### config.mk
export PLATFORM = sky130hd
export DESIGN_NAME = vic_core
export DESIGN_NICKNAME = d
export VERILOG_FILES = /design/src/rtl/vic_pkg.sv /design/src/rtl/vic_mask.sv /design/src/rtl/vic_arbiter.sv /design/src/rtl/vic_core.sv
export SDC_FILE = /design/constraint.sdc
export NUM_CORES = 2
export LEC_CHECK = 0
export ABC_AREA = 1
export ABC_CLOCK_PERIOD_IN_PS = 68700
export BUFFER_PORTS_ARGS = -buffer_cell sky130_fd_sc_hd__buf_2
export CAP_MARGIN = 20
export CORE_UTILIZATION = 35
export CTS_BUF_LIST = sky130_fd_sc_hd__clkbuf_2
export DETAILED_ROUTE_END_ITERATION = 8
export MAX_ROUTING_LAYER = met4
export SYNTH_ARGS = -nofsm -noshare
export SYNTH_HDL_FRONTEND = slang
export SYNTH_SLANG_ARGS = --single-unit
export TNS_END_PERCENT = 50
### constraint.sdc
create_clock -name clk -period 68.7 [get_ports clk]
set_clock_uncertainty 0.2 [all_clocks]
set_input_delay 3.435 -clock clk [delete_from_list [all_inputs] [get_ports clk]]
set_output_delay 3.435 -clock clk [all_outputs]
set_load 0.02 [all_outputs]
### src/rtl/vic_pkg.sv
package vic_pkg;
    localparam int ADDR_W = 12;
    localparam int DATA_W = 32;

    localparam logic [ADDR_W-1:0] OFS_IRQ_STAT = 12'h000;
    localparam logic [ADDR_W-1:0] OFS_RAW      = 12'h008;
    localparam logic [ADDR_W-1:0] OFS_ROUTE    = 12'h00C;
    localparam logic [ADDR_W-1:0] OFS_EN_SET   = 12'h010;
    localparam logic [ADDR_W-1:0] OFS_EN_CLR   = 12'h014;
    localparam logic [ADDR_W-1:0] OFS_CUR      = 12'hF00;
    localparam logic [3:0]        PAGE_VECT    = 4'h1;
    localparam logic [3:0]        PAGE_PRIO    = 4'h2;
endpackage

### src/rtl/vic_mask.sv
module vic_mask #(
    parameter int NSRC = 32
) (
    input  logic [NSRC-1:0] req_i,
    input  logic [NSRC-1:0] en_i,
    input  logic [NSRC-1:0] route_i,
    output logic [NSRC-1:0] irq_stat_o,
    output logic [NSRC-1:0] fiq_stat_o,
    output logic            irq_any_o,
    output logic            fiq_any_o
);
    always_comb begin
        irq_stat_o = req_i & en_i & ~route_i;
        fiq_stat_o = req_i & en_i & route_i;
        irq_any_o  = |irq_stat_o;
        fiq_any_o  = |fiq_stat_o;
    end
endmodule

### src/rtl/vic_arbiter.sv
module vic_arbiter #(
    parameter int NSRC   = 32,
    parameter int PRIO_W = 4,
    localparam int IDX_W = $clog2(NSRC)
) (
    input  logic [NSRC-1:0]             pend_i,
    input  logic [NSRC-1:0][PRIO_W-1:0] prio_i,
    output logic                        valid_o,
    output logic [IDX_W-1:0]            idx_o
);
    always_comb begin
        logic [PRIO_W-1:0] best;
        valid_o = 1'b0;
        idx_o   = '0;
        best    = '1;
        // ascending scan with strict compare: ties keep the lower index
        for (int i = 0; i < NSRC; i++) begin
            if (pend_i[i] && (!valid_o || prio_i[i] < best)) begin
                valid_o = 1'b1;
                idx_o   = IDX_W'(i);
                best    = prio_i[i];
            end
        end
    end
endmodule

### src/rtl/vic_core.sv
module vic_core
    import vic_pkg::*;
#(
    parameter int NSRC   = 32,
    parameter int PRIO_W = 4,
    localparam int IDX_W = $clog2(NSRC)
) (
    input  logic              clk,
    input  logic              rst_n,
    input  logic [NSRC-1:0]   req_i,
    input  logic              bus_sel_i,
    input  logic              bus_wr_i,
    input  logic [ADDR_W-1:0] bus_addr_i,
    input  logic [DATA_W-1:0] bus_wdata_i,
    output logic [DATA_W-1:0] bus_rdata_o,
    output logic              irq_o,
    output logic              fiq_o
);
    typedef struct packed {
        logic [NSRC-1:0]             en;
        logic [NSRC-1:0]             route;
        logic [NSRC-1:0][DATA_W-1:0] vect;
        logic [NSRC-1:0][PRIO_W-1:0] prio;
        logic [DATA_W-1:0]           cur;
        logic                        busy;
    } state_t;

    state_t st_d, st_q;

    logic [NSRC-1:0]  irq_stat, fiq_stat;
    logic             irq_any, fiq_any;
    logic             arb_valid;
    logic [IDX_W-1:0] arb_idx;

    vic_mask #(.NSRC(NSRC)) u_mask (
        .req_i      (req_i),
        .en_i       (st_q.en),
        .route_i    (st_q.route),
        .irq_stat_o (irq_stat),
        .fiq_stat_o (fiq_stat),
        .irq_any_o  (irq_any),
        .fiq_any_o  (fiq_any)
    );

    vic_arbiter #(.NSRC(NSRC), .PRIO_W(PRIO_W)) u_arb (
        .pend_i  (irq_stat),
        .prio_i  (st_q.prio),
        .valid_o (arb_valid),
        .idx_o   (arb_idx)
    );

    // address decode
    logic       wr;
    logic [5:0] slot;
    logic       slot_ok, on_vect, on_prio, wr_cur;

    always_comb begin
        wr      = bus_sel_i & bus_wr_i;
        slot    = bus_addr_i[7:2];
        slot_ok = (32'(slot) < NSRC) && (bus_addr_i[1:0] == 2'b00);
        on_vect = slot_ok && (bus_addr_i[11:8] == PAGE_VECT);
        on_prio = slot_ok && (bus_addr_i[11:8] == PAGE_PRIO);
        wr_cur  = wr && (bus_addr_i == OFS_CUR);
    end

    // next state
    always_comb begin
        st_d = st_q;
        if (wr) begin
            if (bus_addr_i == OFS_EN_SET) st_d.en    = st_q.en | bus_wdata_i[NSRC-1:0];
            if (bus_addr_i == OFS_EN_CLR) st_d.en    = st_q.en & ~bus_wdata_i[NSRC-1:0];
            if (bus_addr_i == OFS_ROUTE)  st_d.route = bus_wdata_i[NSRC-1:0];
            if (on_vect) st_d.vect[slot[IDX_W-1:0]] = bus_wdata_i;
            if (on_prio) st_d.prio[slot[IDX_W-1:0]] = bus_wdata_i[PRIO_W-1:0];
        end
        if (wr_cur) begin
            st_d.busy = 1'b0;
        end else if (!st_q.busy && arb_valid) begin
            st_d.cur  = st_q.vect[arb_idx];
            st_d.busy = 1'b1;
        end
    end

    always_ff @(posedge clk or negedge rst_n) begin
        if (!rst_n) begin
            st_q.en    <= '0;
            st_q.route <= '0;
            st_q.vect  <= '0;
            st_q.prio  <= '1;
            st_q.cur   <= '0;
            st_q.busy  <= 1'b0;
        end else begin
            st_q <= st_d;
        end
    end

    // read mux
    always_comb begin
        bus_rdata_o = '0;
        if (on_vect) begin
            bus_rdata_o = st_q.vect[slot[IDX_W-1:0]];
        end else if (on_prio) begin
            bus_rdata_o = DATA_W'(st_q.prio[slot[IDX_W-1:0]]);
        end else begin
            case (bus_addr_i)
                OFS_IRQ_STAT: bus_rdata_o = DATA_W'(irq_stat);
                OFS_RAW:      bus_rdata_o = DATA_W'(req_i);
                OFS_ROUTE:    bus_rdata_o = DATA_W'(st_q.route);
                OFS_EN_SET:   bus_rdata_o = DATA_W'(st_q.en);
                OFS_CUR:      bus_rdata_o = st_q.cur;
                default:      bus_rdata_o = '0;
            endcase
        end
    end

    assign irq_o = irq_any;
    assign fiq_o = fiq_any;

    // assertions
    a_r6_irq_needs_req: assert property (@(posedge clk) disable iff (!rst_n)
        irq_o |-> (|req_i));
    a_r6_fiq_needs_enable: assert property (@(posedge clk) disable iff (!rst_n)
        fiq_o |-> (|st_q.en));
    a_r8_winner_pending: assert property (@(posedge clk) disable iff (!rst_n)
        arb_valid |-> irq_stat[arb_idx]);
    a_r9_hold_in_service: assert property (@(posedge clk) disable iff (!rst_n)
        (st_q.busy && !wr_cur) |=> $stable(st_q.cur));
    a_r10_write_ends_service: assert property (@(posedge clk) disable iff (!rst_n)
        wr_cur |=> !st_q.busy);
    a_r3_clear_bit0: assert property (@(posedge clk) disable iff (!rst_n)
        (wr && bus_addr_i == OFS_EN_CLR && bus_wdata_i[0]) |=> !st_q.en[0]);
endmodule

# Word level (Yosys, flattened, before mapping)
# Cells that the tools add are included.
[word_totals]
regBits = 1249
input_bits = 80
output_inout_bits = 34
wordCells = 343
[op_classes]
magnitude_cmp = 35
eq_ne = 7
n_mux = 113
bitwise_logic = 9
reduce_logical = 111
[op_table]
columns = ["op", "count"]
rows = [
  ["bitwise mux 1024 bit", 1],
  ["binary-select mux 32 bit (select 5 bit)", 2],
  ["two-way mux 32 bit", 7],
  ["two-way mux 4 bit", 41],
  ["demux 32 bit (select 5 bit)", 1],
  ["one-hot mux 32 bit (5 select lines)", 1],
  ["AND 32 bit", 4],
  ["bitwise mux 128 bit", 1],
  ["< comparator 4 bit", 31],
  ["two-way mux 5 bit", 16],
  ["inverter 32 bit", 2],
  ["OR reduction 32 bit", 2],
  ["logical AND 1 bit", 37],
  ["two-way mux 1 bit", 35],
  ["zero test 1 bit", 32],
  ["OR 32 bit", 1],
  ["logical OR 1 bit", 31],
  ["equality test 12 x 4 -> 1 bit, second input constant", 2],
  ["equality test 12 x 5 -> 1 bit, second input constant", 2],
  ["binary-select mux 4 bit (select 5 bit)", 1],
  ["demux 4 bit (select 5 bit)", 1],
  ["equality test 12 bit, second input constant", 1],
  ["zero test 12 bit", 1],
  ["< comparator 5 x 6 -> 1 bit, second input constant", 2],
  ["11 further kinds", 20],
]

# Longest topological paths before layout
[depth]
depth_word = 130
depth_mapped = 293
mapped_depth_nobuf = 290

# Modules after synthesis
# From an unflattened synthesis, not the netlist that was laid out.
[hier_totals]
hier_cells = 10782
area_unflattened_um2 = 72365.7
[modules_own_cells]
columns = ["module", "instances", "cells_each", "area_each_um2", "seq_area_each_um2"]
rows = [
  ["vic_core", 1, 9351, 65534.1, 31415.1],
  ["vic_arbiter", 1, 1224, 5871.9, 0.0],
  ["vic_mask", 1, 207, 959.7, 0.0],
]

# Worst setup path before layout
# No wires, ideal clock.
[synth_path]
kind = "input-to-reg"
from = "input port req_i[0]"
to = "register st_q[16] in the netlist's numbering"
setup_ns = 0.117
arrival_time_ns = 32.633
required_ns = 68.383
slack_ns = 35.750
path_stages = 259
path_buffers = 3
path_cell_list = "nand2_1 -> nor2_4 -> inv_1 -> nor2_1 -> ha_1 -> clkinv_1 -> o21bai_1 -> inv_2 -> nand2_1 -> nand2_4 -> nand2_4 -> o21ai_0 -> ha_1 -> inv_1 -> o21bai_1 -> inv_2 -> nand2_1 -> nand2_4 -> (+223 left out) -> buf_4 -> nand2_1 -> o21ai_0 -> ha_1 -> a21oi_1 -> nand2_1 -> nand2_2 -> nand2_4 -> nand2_4 -> buf_12 -> buf_8 -> nand2_4 -> nand3_1 -> nand3_1 -> nand3_1 -> nand3_1 -> nand3_1 -> nand2_1"
[synth_via]
elab_chain_len = 129
word_cells_on_any_way = 224
cone_classes = "31 x order compare; 96 x mux; 2 x bitwise; 95 x reduce/logical"
[synth_lines]
columns = ["element", "line_no", "source"]
rows = [
  ["from (decl)", "vic_core.sv:10", "input logic [NSRC-1:0] req_i,"],
  ["AND 32 bit (*) (2 in series)", "vic_mask.sv:13", "irq_stat_o = req_i & en_i & ~route_i;"],
  ["two-way mux 4 bit / two-way mux 1 bit (equally long branches)", "vic_arbiter.sv:18", "if (pend_i[i] && (!valid_o || prio_i[i] < best)) begin"],
  ["< comparator 4 bit / zero test 1 bit (equally long branches)", "vic_arbiter.sv:18", ""],
  ["logical OR 1 bit", "vic_arbiter.sv:18", ""],
  ["logical AND 1 bit", "vic_arbiter.sv:18", ""],
  ["two-way mux 4 bit / two-way mux 1 bit (equally long branches)", "vic_arbiter.sv:18", ""],
  ["< comparator 4 bit / zero test 1 bit (equally long branches)", "vic_arbiter.sv:18", ""],
  ["logical OR 1 bit", "vic_arbiter.sv:18", ""],
  ["(+112 left out)", "n/a", ""],
  ["logical AND 1 bit", "vic_arbiter.sv:18", ""],
  ["two-way mux 4 bit / two-way mux 1 bit (equally long branches)", "vic_arbiter.sv:18", ""],
  ["< comparator 4 bit / zero test 1 bit (equally long branches)", "vic_arbiter.sv:18", ""],
  ["logical OR 1 bit", "vic_arbiter.sv:18", ""],
  ["logical AND 1 bit", "vic_arbiter.sv:18", ""],
  ["two-way mux 5 bit / two-way mux 1 bit (equally long branches)", "vic_arbiter.sv:18", ""],
  ["binary-select mux 32 bit (select 5 bit) / logical AND 1 bit (equally long branches)", "vic_core.sv:79, vic_core.sv:78", ""],
  ["two-way mux 32 bit (implied by the code) / AND reduction 2 bit (equally long branches)", "n/a", ""],
  ["to (signal assigned)", "vic_core.sv:93", "st_q <= st_d;"],
  ["to (decl)", "vic_core.sv:28", "state_t st_d, st_q;"],
]
# Every way passes the cells marked *; elsewhere a longest branch is shown, timed or not. The select of a mux whose other input is x is not followed.
# A chain may end at the register's enable or synchronous reset.

# Worst setup path in the final report
[layout_path]
from = "input port req_i[0]"
to = "register st_q[28] in the netlist's numbering"
# Same word-level chain as after synthesis.

==> results.json <==
{
  "critPathBufInv": 63,
  "layout-drive-gt1-share_pct": 12.3,
  "rows": 168,
  "root_buffer": "clkbuf_2",
  "cts_setup_buffers": 0,
  "vdd_drop_max_v": 0.0000314,
  "critPathTopFamily": "compound AO/OA/AOI/OAI gates",
  "largest_reg_flops": 1217,
  "finalSetupTns_ns": 0,
  "core_area_um2": 210000,
  "outcome": "complete, no violations",
  "end_kind": "flip-flop",
  "cts_tree": "built",
  "regMostFlops": "st_q",
  "netlist_instances": 10300,
  "die_w_um": 463,
  "cts.sinks": 1249,
  "htree_levels": 5,
  "multi_input_area_um2": 35000,
  "ctsResizeCount": 0,
  "cap_violations": 0,
  "grt_pass1_wl_um": 480000,
  "synth-seq-cells": 1249,
  "worst_ep_required_time_ns": 70.18,
  "yosysMostFrequentCell": "nand2_1",
  "leakage_nw": 36.0,
  "chipHeight_um": 463,
  "critPathLaunchType": "input port",
  "ctsHoldBuffers": 0,
  "cts_made_buffers": 352,
  "area_growth_pct": 6.32,
  "drt_iter0_markers": 11000,
  "fillers": 22200,
  "period_needed_ns": 39.88,
  "synth_warnings": 0,
  "antenna_found_initial": 11,
  "grt-ovfl-total": 0,
  "syn_area_um2": 74400,
  "wirelength_um": 326000,
  "viasPerCell": 5.85,
  "io_buffers": 113,
  "clk_path_buf_depth": 4,
  "async_flop_share_pct": 100,
  "yosys.area.top_type": "dfrtp_1",
  "power.density_nw_per_um2": 22.8,
  "path_class": "in -> reg",
  "yosysSeqAreaShare_pct": 42.3,
  "synth_edf_count": 0,
  "slowest_delay_ns": 0.91,
  "worst_path_most_repeated_cell": "nand2_2",
  "setup_viol_count_final": 0,
  "hp-class": "reg -> reg",
  "via_count": 77300,
  "wl_per_cell_um": 24.7,
  "drtAntennaViolNets": 0,
  "p_total_mw": 1.80,
  "max_freq_mhz": 25.1,
  "final-seq-area_um2": 31400,
  "nets": 10300,
  "synthTopCellsByArea": "dfrtp_1 38%, nand2_1 15%, nand3_1 11%",
  "start_util_pct": 35.3,
  "io_pins": 114,
  "worstPathMaxFanout": 133,
  "drc": 0,
  "ys_top_cells_by_count": "2930 x nand2_1, 1632 x nand3_1, 1319 x o21ai_0, 1121 x dfrtp_1, 1026 x inv_1",
  "post-route-util_pct": 37.6,
  "hpwl_um": 183000,
  "grt.total_usage_pct": 30.5,
  "arrival_ns": 41.36,
  "slew_headroom_pct": 15.0,
  "syn_nets": 10400,
  "grt_setup_unrepaired": "no",
  "netlist.area_leader.share_pct": 37.7,
  "synth_cell_types": 56,
  "finalHoldViolCount": 0,
  "reg_top3": "st_q (1217)",
  "gp_congestion": 0.928,
  "grt_start_max_net_pins": 180,
  "worst_pin_slew_ns": 1.28,
  "finalCritPeriodShare_pct": 58.1,
  "clk_pin_slew_ns": 0.10,
  "slowest_stage": "buf_4",
  "ys.flop_type": "dfrtp_1",
  "dr.pass1.iters": 8,
  "avgSynthCellArea_um2": 7.20,
  "fp.dieArea_um2": 214000,
  "clk_latency_ns": 1.88,
  "grt_pass1_vias": 71800,
  "maxSlewViolCount": 0
}
[report_power, final]
part           total, mW  internal, mW  leakage [nW]  switching, mW
combinational      0.495         0.124          16.9          0.371
clock              0.558         0.215          2.37          0.343
sequential         0.746         0.741          16.7        0.00517
[cell families (layout without fill, tap and decap cells)]
logic type / Yosys count / count (layout) / share of synthesized area (%)
AND/OR/NAND/NOR: 5037 / 5037 / 29.4
AO/OA/AOI/OAI: 2120 / 2120 / 16.5
buffers and inverters: 1882 / 1952 / 11.2
flip-flops: 1249 / 1249 / 42.3
adder cells (fa/ha/maj): 35 / 35 / 0.589
other: 0 / 17 / 0
[placed cells by master (no fill, tap or decap), types with 128 or more instances in the layout]
cell	instances
nand2_1	2894
nand3_1	1631
o21ai_0	1319
dfrtp_1	1121
inv_1	1014
clkbuf_2	525
o22ai_1	281
nor2_1	178
nand2_2	159
buf_4	146
dfstp_2	128
[worst paths after layout]
path / end / slack (ns) / depth (start not counted) / from
max: st_q[28]$_DFFE_PN0P_ / 28.82 / 260 / req_i[0]
min: st_q[12]$_DFFE_PN0P_ / 0.29 / 2 / st_q[12]$_DFFE_PN0P_
max reg2reg: st_q[28]$_DFFE_PN0P_ / 30.18 / 259 / flip-flop
min reg2reg: st_q[12]$_DFFE_PN0P_ / 0.29 / 2 / st_q[12]$_DFFE_PN0P_
max in group asynchronous: st_q[342]$_DFFE_PN0P_ / 63.72 / 4 / rst_n
min in group asynchronous: st_q[329]$_DFFE_PN0P_ / 1.47 / 1 / rst_n
[metal layers]
layer  global-route usage, %  vias to the layer above  part of all wire, %
li1                        -                    34100                    -
met1                    39.4                    36800                   40
met2                    43.8                     5230                   42
met3                    7.05                     1189                   12
met4                    17.0                        0                  6.4
met5                       -                        -                    0
[worst min-delay path, stage by stage, from the launching register on]
cell,delay (ns)
dfrtp_1,0.36
nand2_1,0.05
nand2_1,0.05
[layout make-up]
type                            instances  area share [%]
Antenna cell                           17          0.0538
Clock buffer                          525            3.32
Clock inverter                         65           0.457
Inverter                             1091            5.24
Multi-Input combinational cell       7192            44.3
Sequential cell                      1249            39.7
Tap cell                             2805            4.44
Timing Repair Buffer                  271            2.48
[stage by stage]
step / instances / setup slack [ns] / area, um^2 / hold WS [ns]
finish: 13200 / 28.82 / 79100 / 0.292
global route: 13200 / 25.46 / 79000 / 0.306
CTS: 13200 / 29.12 / 78900 / 0.291
detailed placement: 12600 / 27.29 / 75900 / 0.267
global placement: 12600 / 28.10 / 75900 / 0.266
floorplan: 10300 / 35.75 / 74400 / 0.249
(Power assumes the default switching activity.)
